--- config.mk ---
export PLATFORM = sky130hd
export DESIGN_NAME = beam_line_counter
export DESIGN_NICKNAME = d
export VERILOG_FILES = /design/src/rtl/beam_line_pkg.sv /design/src/rtl/beam_line_ctrl.sv /design/src/rtl/beam_line_data.sv /design/src/rtl/beam_line_counter.sv
export SDC_FILE = /design/constraint.sdc
export NUM_CORES = 1
export LEC_CHECK = 0
export BUFFER_PORTS_ARGS = -buffer_cell sky130_fd_sc_hd__buf_4
export CORE_MARGIN = 8
export CORE_UTILIZATION = 35
export CTS_BUF_LIST = sky130_fd_sc_hd__clkbuf_8 sky130_fd_sc_hd__clkbuf_16
export DETAILED_ROUTE_END_ITERATION = 10
export GPL_TIMING_DRIVEN = 0
export PLACE_DENSITY = 0.65
export SETUP_SLACK_MARGIN = 0.4
export SYNTH_ARGS = -nofsm -noshare
export SYNTH_HDL_FRONTEND = slang
export SYNTH_HIERARCHICAL = 1
export SYNTH_SLANG_ARGS = --single-unit
--- constraint.sdc ---
create_clock -name clk -period 1.7 [get_ports clk]
set_clock_uncertainty 0.15 [all_clocks]
set_input_delay 0.255 -clock clk [delete_from_list [all_inputs] [get_ports clk]]
set_output_delay 0.255 -clock clk [all_outputs]
set_load 0.05 [all_outputs]
--- src/rtl/beam_line_pkg.sv ---
package beam_line_pkg;
  typedef struct packed {
    logic clear;
    logic advance;
  } lineStrobes_t;
endpackage

--- src/rtl/beam_line_ctrl.sv ---
module beam_line_ctrl
  import beam_line_pkg::*;
(
  input  logic         lineTick,
  input  logic         frameStart,
  output lineStrobes_t strobes
);
  // The frame pulse takes priority over a line tick arriving in the same cycle.
  always_comb begin
    strobes.clear   = frameStart;
    strobes.advance = lineTick & ~frameStart;
  end
endmodule

--- src/rtl/beam_line_data.sv ---
module beam_line_data
  import beam_line_pkg::*;
#(
  parameter int LINE_W      = 8,
  parameter int GRAN_LSB    = 2,
  parameter int PERIOD_BIT  = 5,
  parameter int BLANK_START = 240
) (
  input  logic              clk,
  input  logic              rstN,
  input  lineStrobes_t      strobes,
  output logic [LINE_W-1:0] lineCount,
  output logic [LINE_W-1:0] readReg,
  output logic              periodicReg,
  output logic              blankReg
);
  localparam logic [LINE_W-1:0] READ_MASK = ~LINE_W'((1 << GRAN_LSB) - 1);
  localparam logic [LINE_W-1:0] BLANK_LIM = LINE_W'(BLANK_START);

  logic [LINE_W-1:0] nextCount;

  always_comb begin
    if (strobes.clear)        nextCount = '0;
    else if (strobes.advance) nextCount = lineCount + LINE_W'(1);
    else                      nextCount = lineCount;
  end

  // All four registers load from nextCount, so they update on the same edge.
  always_ff @(posedge clk) begin
    if (!rstN) begin
      lineCount   <= '0;
      readReg     <= '0;
      periodicReg <= 1'b0;
      blankReg    <= 1'b0;
    end else begin
      lineCount   <= nextCount;
      readReg     <= nextCount & READ_MASK;
      periodicReg <= nextCount[PERIOD_BIT];
      blankReg    <= (nextCount >= BLANK_LIM);
    end
  end
endmodule

--- src/rtl/beam_line_counter.sv ---
module beam_line_counter
  import beam_line_pkg::*;
#(
  parameter int LINE_W      = 8,
  parameter int GRAN_LSB    = 2,
  parameter int PERIOD_BIT  = 5,
  parameter int BLANK_START = 240
) (
  input  logic              clk,
  input  logic              rstN,
  input  logic              lineTick,
  input  logic              frameStart,
  output logic [LINE_W-1:0] beamRead,
  output logic              periodicSig,
  output logic              blankZone
);
  lineStrobes_t      strobes;
  logic [LINE_W-1:0] lineCount;

  beam_line_ctrl u_ctrl (
    .lineTick   (lineTick),
    .frameStart (frameStart),
    .strobes    (strobes)
  );

  beam_line_data #(
    .LINE_W      (LINE_W),
    .GRAN_LSB    (GRAN_LSB),
    .PERIOD_BIT  (PERIOD_BIT),
    .BLANK_START (BLANK_START)
  ) u_data (
    .clk         (clk),
    .rstN        (rstN),
    .strobes     (strobes),
    .lineCount   (lineCount),
    .readReg     (beamRead),
    .periodicReg (periodicSig),
    .blankReg    (blankZone)
  );
endmodule

==> results of run 1 <==
## state kept, by name, indices dropped and copies added (netlist names)
name / count
u_data/blankReg: 1
u_data/lineCount: 8
## power breakdown
group | total (mW) | switching [mW] | internal, mW
combinational | 0.0414 | 0.0217 | 0.0197
clock | 0.239 | 0.0823 | 0.157
sequential | 0.207 | 0.00173 | 0.206
## worst max-delay path, delay by kind of cell (launching register included)
kind / cells / cell delay [ns]
and+or+nand+nor: 2 / 0.45
AOI/OAI and AO/OA: 1 / 0.28
DFF: 1 / 0.38
## cell type report
type	instances	share of cell area, %
Buffer	11	10.73
Clock buffer	3	5.366
Clock inverter	1	0.4878
Multi-Input combinational cell	33	34.15
Sequential cell	9	26.34
Tap cell	15	2.439
Timing Repair Buffer	19	20.49
## cells in the final DEF, fill, tap and decap left out, drive strengths merged
cell     count
clkbuf       4
xnor2        1
inv          1
o21ai        3
nand2b       1
nand4        4
a21oi        3
conb         2
xor2         3
or3          3
buf         29
a2111oi      1
nand2        4
nor2b        1
ha           1
dfxtp        9
mux2i        1
nor2         5
## metal layers
metal  share of wire (%)  GRT usage [%]  vias to the layer above  routed length (um)
li1                    -              -                      215                   -
met1                  43          8.889                      195                 440
met2                  49          11.91                       15                 503
met3                 7.1          2.801                        2                  73
met4                 1.4          5.042                        0                  14
met5                   0              0                        -                   0
## what timing repair did
item,CTS,global route
resized for setup,17,4
endpoints found under the hold margin,0,0
pin swaps,7,3
setup endpoints to repair,9,10
setup buffers,8,0
## metrics by stage
stage | setup WS [ns] | instance area, um2
finish | 0.3421 | 769.5
global route | 0.2964 | 769.5
CTS | 0.3516 | 759.5
detailed placement | 0.02923 | 593.1
global placement | 0.04573 | 593.1
floorplan | 0.2039 | 491.7
## worst min path at each step
stage          cells after the start           startpoint  slack [ns]             endpoint
4_1_cts                            2  u_data/lineCount[7]        0.36  u_data/lineCount[7]
3_5_place_dp                       2  u_data/lineCount[7]        0.35  u_data/lineCount[7]
3_3_place_gp                       2  u_data/lineCount[7]        0.34  u_data/lineCount[7]
5_1_grt                            2  u_data/lineCount[6]        0.39  u_data/lineCount[6]
6_report                           2  u_data/lineCount[6]        0.34  u_data/lineCount[6]
2_1_floorplan                      2  u_data/lineCount[7]        0.32      u_data/blankReg
==> results.yml, run 1 <==
cells_and_area:
  finish.utilization_pct: 59.13
  multi_input_area_um2: 262.8
  drive_gt1_share_pct: 61.84
  ff_latch_area_um2: 202.7
  nets: 82
  stdcell_count: 91
  area_delta_synth_final_pct: 59.33
  n_fill_cell: 108
  n_antenna_cell: 0
die:
  dieArea_um2: 2824
  num_io_pins: 14
  die_h_um: 53.15
  start_util_pct: 37.12
  rows: 13
  core_um2: 1301
  die_x_um: 53.15
clocking:
  clk_pin_slew_ns: 0.05
  cts_sinks: 9
  cts_root_buf: "clkbuf_8"
  clock_latency_ns: 0.23
  ctsHoldBuffers: 0
  cts_max_level: 1
  clk_path_buf_depth: 2
  cts_buffers: 3
  cts_tree: "built"
grt:
  grt_max_degree: 10
  antenna_found_initial: 0
  grt_pass1_vias: 384
  grt_pass1_wl_um: 1635
  overflow: 0
  grt_usage_pct: 7.787
drt:
  avgViaCountPerCell: 4.692
  ant_nets: 0
  drtIter0Drc: 11
  wl_per_cell_um: 11.34
  drtPass1Iterations: 4
  drc_errors: 0
  vias: 427
  drt-total-wl_um: 1032
timing:
  fin_crit_sh_pct: 79.88
  finalSetupTns_ns: 0
  period_needed_ns: 1.358
  setup_viol: 0
  rsz0062_at_grt: "true"
  hold_slack_ns: 0.3444
  slew_viol_final: 0
  finalHoldViolCount: 0
  max_freq_mhz: 736.4
worst_setup_path:
  path_max_fanout: 5
  regToRegSetupSlack_ns: 0.34
  start_kind: "register"
  path_cells: "nand2_2, or3_4, a2111oi_4"
  setup.worst_path.end_class: "register"
  required_ns: 1.68
  critPathMaxStageDelay_ns: 0.38
  crit_path_end: "u_data/blankReg"
  rr_startpoint: "u_data/lineCount[1]"
  ff2ff_path_depth: 3
  crit_arrival_ns: 1.34
  critPathSlowestCell: "dfxtp_4"
  critical_path_class: "reg2reg"
  crit_start: "u_data/lineCount[1]"
  reg2reg_to: "u_data/blankReg"
min_path:
  min_path_type: "reg2reg"
pwr:
  finalPower_mw: 0.4881
  p_per_area_nw_per_um2: 634.3
  ir_drop_mv: 0.4397
  p_leak_nw: 0.3307
run_status:
  outcome: "finished, final reports clean"
synthesis:
  syn_area_um2: 483.0
  synth_cells: 52
  ys_warn_count: 6
  avgSynthCellArea_um2: 9.288
placement:
  gp_congestion: 0.7429
  placed_cells: 79
  portBuffers: 11
run:
  maxCapViolations: 0
Power figures use the tool's default switching activity.
==> run 2, diff against run 1 <==
PLACE_DENSITY = 0.67   (was 0.65)
clock period = 1.2 ns   (was 1.7 ns; I/O delays follow)
==> results.yml, run 2 (synthesized netlist as in run 1, its figures left out) <==
drt:
  drc_errors: 0
  vias: 460
  drtPass1Iterations: 4
  drtIter0Drc: 4
  ant_nets: 0
  avgViaCountPerCell: 4.792
  drt-total-wl_um: 1244
  wl_per_cell_um: 12.96
die:
  die_h_um: 53.15
  die_x_um: 53.15
  start_util_pct: 37.12
  dieArea_um2: 2824
  num_io_pins: 14
  rows: 13
  core_um2: 1301
cells_and_area:
  reg_top3: "u_data/lineCount x8, u_data/blankReg x1"
  layout_common_cells: "12 x buf_6, 11 x buf_4, 11 x buf_8"
  nets: 87
  largest_reg_flops: 8
  n_antenna_cell: 0
  final_cell_area_um2: 947.2
  area_delta_synth_final_pct: 96.11
  layout_commonest_cell: "buf_6"
  drive_gt1_share_pct: 70.37
  max_flop_register: "u_data/lineCount"
clocking:
  cts_buffers: 3
  cts_sinks: 9
  clk_path_buf_depth: 2
  cts_tree: "built"
  clock_latency_ns: 0.23
  clk_pin_slew_ns: 0.05
  cts_root_buf: "clkbuf_8"
  cts_max_level: 1
  ctsHoldBuffers: 0
grt:
  grt_usage_pct: 9.233
  use_met3_pct: 4.482
  antenna_found_initial: 0
  overflow: 0
  grt_pass1_vias: 429
  top_usage_layer: "met2"
  grt_util_met1_pct: 9.652
  use_met2_pct: 14.26
  grt_max_degree: 10
  grt_pass1_wl_um: 1883
timing:
  period_needed_ns: 1.361
  slew_viol_final: 0
  max_freq_mhz: 735.0
  final.setup.worst_slack_ns: -0.1606
  fin_crit_sh_pct: 113.4
  finalSetupTns_ns: -0.6234
  setup_viol: 7
  finalHoldViolCount: 0
  rsz0062_at_grt: "true"
worst_setup_path:
  start_kind: "register"
  required_ns: 1.19
  critPathSlowestCell: "or3_4"
  critical_path_class: "reg2reg"
  path_max_fanout: 4
  setup.worst_path.end_class: "register"
  crit_arrival_ns: 1.35
  path_cells: "nand2_2, or3_4, a2111oi_4"
  critPathMaxStageDelay_ns: 0.41
  ff2ff_path_depth: 3
run:
  maxCapViolations: 0
placement:
  gp_congestion: 0.6660
  placed_area_um2: 673.1
  dp_hpwl_um: 695.5
  portBuffers: 11
pwr:
  p_per_area_nw_per_um2: 736.3
  ir_drop_mv: 0.5224
  p_leak_nw: 0.3899
run_status:
  outcome: "complete, but fails checks"
  violations: "setup timing"
min_path:
  min_path_type: "in2reg"
  hold_depth: 4
run 2: cell count changes in the layout (fill, tap and decap cells not counted), sizes merged:
cell  previous run  this run
buf             29        34
run 2: power by group:
| part | internal, mW | switching, mW |
|---|---|---|
| sequential | 0.287 | 0.00238 |
| combinational | 0.0334 | 0.0340 |
| clock | 0.223 | 0.118 |
run 2: path summary, 6_finish.rpt:
| check | startpoint | slack, ns | end |
|---|---|---|---|
| setup / recovery | u_data/lineCount[1] | -0.16 | u_data/blankReg |
| hold / removal | rstN | 0.21 | u_data/lineCount[2] |
| setup reg to reg | u_data/lineCount[1] | -0.16 | u_data/blankReg |
| hold reg to reg | u_data/lineCount[7] | 0.35 | u_data/lineCount[7] |
run 2: final cells by class:
cell class,instances,area (um2)
clock buffers,3,41.29
well taps,15,18.77
multi-input cells,33,279.0
repair buffers,24,266.5
fillers,95,354.1
flip-flops and latches,9,207.7
plain buffers,11,130.1
clock inverters,1,3.754
run 2: through the flow:
step | total power, mW | instances | util [%] | hold WS, ns | setup WS [ns]
finish | 0.6974 | 96 | 72.79 | 0.2064 | -0.1606
global route | 0.7254 | 96 | 72.79 | 0.2432 | -0.1982
CTS | 0.7073 | 94 | 69.04 | 0.2005 | -0.1575
detailed placement | 0.3538 | 79 | 51.73 | 0.3406 | -0.4061
global placement | 0.3527 | 79 | 51.73 | 0.3380 | -0.3716
floorplan | 0.3411 | 53 | - | 0.3071 | -0.2156
run 2: per-layer routing:
metal,part of all wire (%),vias up
li1,-,224
met1,40,221
met2,52,13
met3,7.5,2
met4,0.72,0
met5,0,-
run 2: worst max-delay path: cells and delay by family, from the launching register on:
kind,cells,cell delay [ns]
simple gates,2,0.48
flops,1,0.36
compound gates,1,0.28
run 2: what timing repair did:
item	4_1_cts	5_1_grt
gates resized for setup	23	9
pin swaps	6	10
setup endpoints to repair	17	17
setup buffers	11	2
cloned	0	0
==> run 3, diff against run 2 <==
CORE_AREA = 8 8 45 47   (was unset)
CORE_MARGIN = unset   (was 8)
CORE_UTILIZATION = unset   (was 35)
DIE_AREA = 0 0 53 55   (was unset)
PLACE_DENSITY = unset   (was 0.67)
PLACE_DENSITY_LB_ADDON = 0.15   (was unset)
==> results.yml, run 3 (synthesized netlist as in run 1, its figures left out) <==
run:
  maxCapViolations: 0
worst_setup_path:
  setup.worst_path.end_class: "register"
  regToRegSetupSlack_ns: -0.19
  crit_start: "u_data/lineCount[1]"
  crit_arrival_ns: 1.36
  crit_path_end: "u_data/blankReg"
  crit_buf_inv: 0
  cp.depth: 3
  path_max_fanout: 4
  critical_path.top_delay_family: "simple AND/OR/NAND/NOR gates"
  path_cells: "nand2_4, or3_4, a2111oi_4"
  rr_startpoint: "u_data/lineCount[1]"
  ff2ff_path_depth: 3
  critPathMaxStageDelay_ns: 0.38
  required_ns: 1.18
  critical_path_class: "reg2reg"
  reg2reg_to: "u_data/blankReg"
  start_kind: "register"
  critPathSlowestCell: "dfxtp_4"
clocking:
  cts_sinks: 9
  ctsHoldBuffers: 0
  clock_latency_ns: 0.23
  cts_buffers: 3
  cts_max_level: 1
  clk_path_buf_depth: 2
  clk_pin_slew_ns: 0.05
  cts_tree: "built"
  cts_root_buf: "clkbuf_8"
placement:
  dp_hpwl_um: 722.6
  portBuffers: 11
  gp_congestion: 0.6668
  place_ws_ns: -0.3921
  placed_area_um2: 674.4
drt:
  drt-total-wl_um: 1236
  avgViaCountPerCell: 4.531
  ant_nets: 0
  wl_per_cell_um: 12.88
  drtPass1Iterations: 3
  drc_errors: 0
  vias: 435
  drtIter0Drc: 2
cells_and_area:
  ff_latch_area_um2: 207.7
  layout_common_cells: "14 x buf_4, 10 x buf_8, 8 x buf_6"
  multi_input_area_um2: 284.0
  nets: 86
  n_antenna_cell: 0
  area_delta_synth_final_pct: 93.78
  n_fill_cell: 100
  reg_top3: "u_data/lineCount x8, u_data/blankReg x1"
  largest_reg_flops: 8
  layout_commonest_cell: "buf_4"
  final_cell_area_um2: 935.9
  drive_gt1_share_pct: 71.25
  max_flop_register: "u_data/lineCount"
pwr:
  p_leak_nw: 0.3970
  p_per_area_nw_per_um2: 750.5
  ir_drop_mv: 0.5263
die:
  num_io_pins: 14
  die_x_um: 53
  die_h_um: 55
  dieArea_um2: 2915
  core_um2: 1384
  rows: 14
  start_util_pct: 34.90
min_path:
  min_path_type: "in2reg"
timing:
  rsz0062_at_grt: "true"
  hold_slack_ns: 0.2027
  setup_viol: 7
  fin_crit_sh_pct: 115.6
  max_freq_mhz: 720.8
  slew_viol_final: 0
  period_needed_ns: 1.387
  finalHoldViolCount: 0
  final.setup.worst_slack_ns: -0.1873
run_status:
  outcome: "complete, but fails checks"
  violations: "setup timing"
grt:
  antenna_found_initial: 0
  grt_pass1_vias: 428
  grt_max_degree: 10
  overflow: 0
  grt_usage_pct: 8.972
  grt_pass1_wl_um: 1876
## run 3: timing repair
action / CTS / global route
resized for setup: 21 / 10
pin swaps: 6 / 7
setup endpoints to repair: 17 / 17
gates cloned: 0 / 0
setup buffers: 8 / 4
## run 3: how the worst min path moves through the flow
stage                                    from             endpoint  slack, ns  depth (start not counted)
final                                    rstN  u_data/lineCount[0]       0.20                          4
after global routing                     rstN  u_data/lineCount[1]       0.24                          4
after CTS                                rstN  u_data/lineCount[0]       0.21                          4
after detailed placement  u_data/lineCount[7]  u_data/lineCount[7]       0.34                          2
after global placement    u_data/lineCount[7]  u_data/lineCount[7]       0.34                          2
after floorplan                          rstN  u_data/lineCount[0]       0.31                          3
## run 3: power by group
group	switching, mW	internal (mW)
clock	0.128	0.224
combinational	0.0314	0.0294
sequential	0.00311	0.286
total	0.163	0.539
## run 3: layout make-up
class                   instances  share of cell area [%]
clock buffers                   3                   4.412
well taps                      16                   2.139
clock inverters                 1                  0.4011
repair buffers                 23                   26.60
plain buffers                  11                   13.90
flip-flops and latches          9                   22.19
multi-input cells              33                   30.35
## run 3: routing by layer
metal	vias to the layer above	GRT usage [%]	share of wire, %
li1	219	-	-
met1	203	9.756	41
met2	11	14.84	52
met3	2	2.406	6.1
met4	0	6.466	0.57
met5	-	0	0
## run 3: tightest hold or removal path, stage by stage
cell and delay (ns):
buf_4 0.08, nand2b_1 0.05, clkbuf_8 0.16, nor2_1 0.08
## run 3: per-stage QoR
| stage | utilization [%] | power [mW] | setup TNS, ns | cells |
|---|---|---|---|---|
| after floorplan | - | 0.3411 | -0.2840 | 53 |
| after global placement | 48.73 | 0.3530 | -0.7810 | 80 |
| after detailed placement | 48.73 | 0.3536 | -0.8767 | 80 |
| after CTS | 62.48 | 0.7052 | -0.5005 | 92 |
| after global routing | 67.63 | 0.7372 | -0.9885 | 96 |
| final | 67.63 | 0.7024 | -0.6428 | 96 |
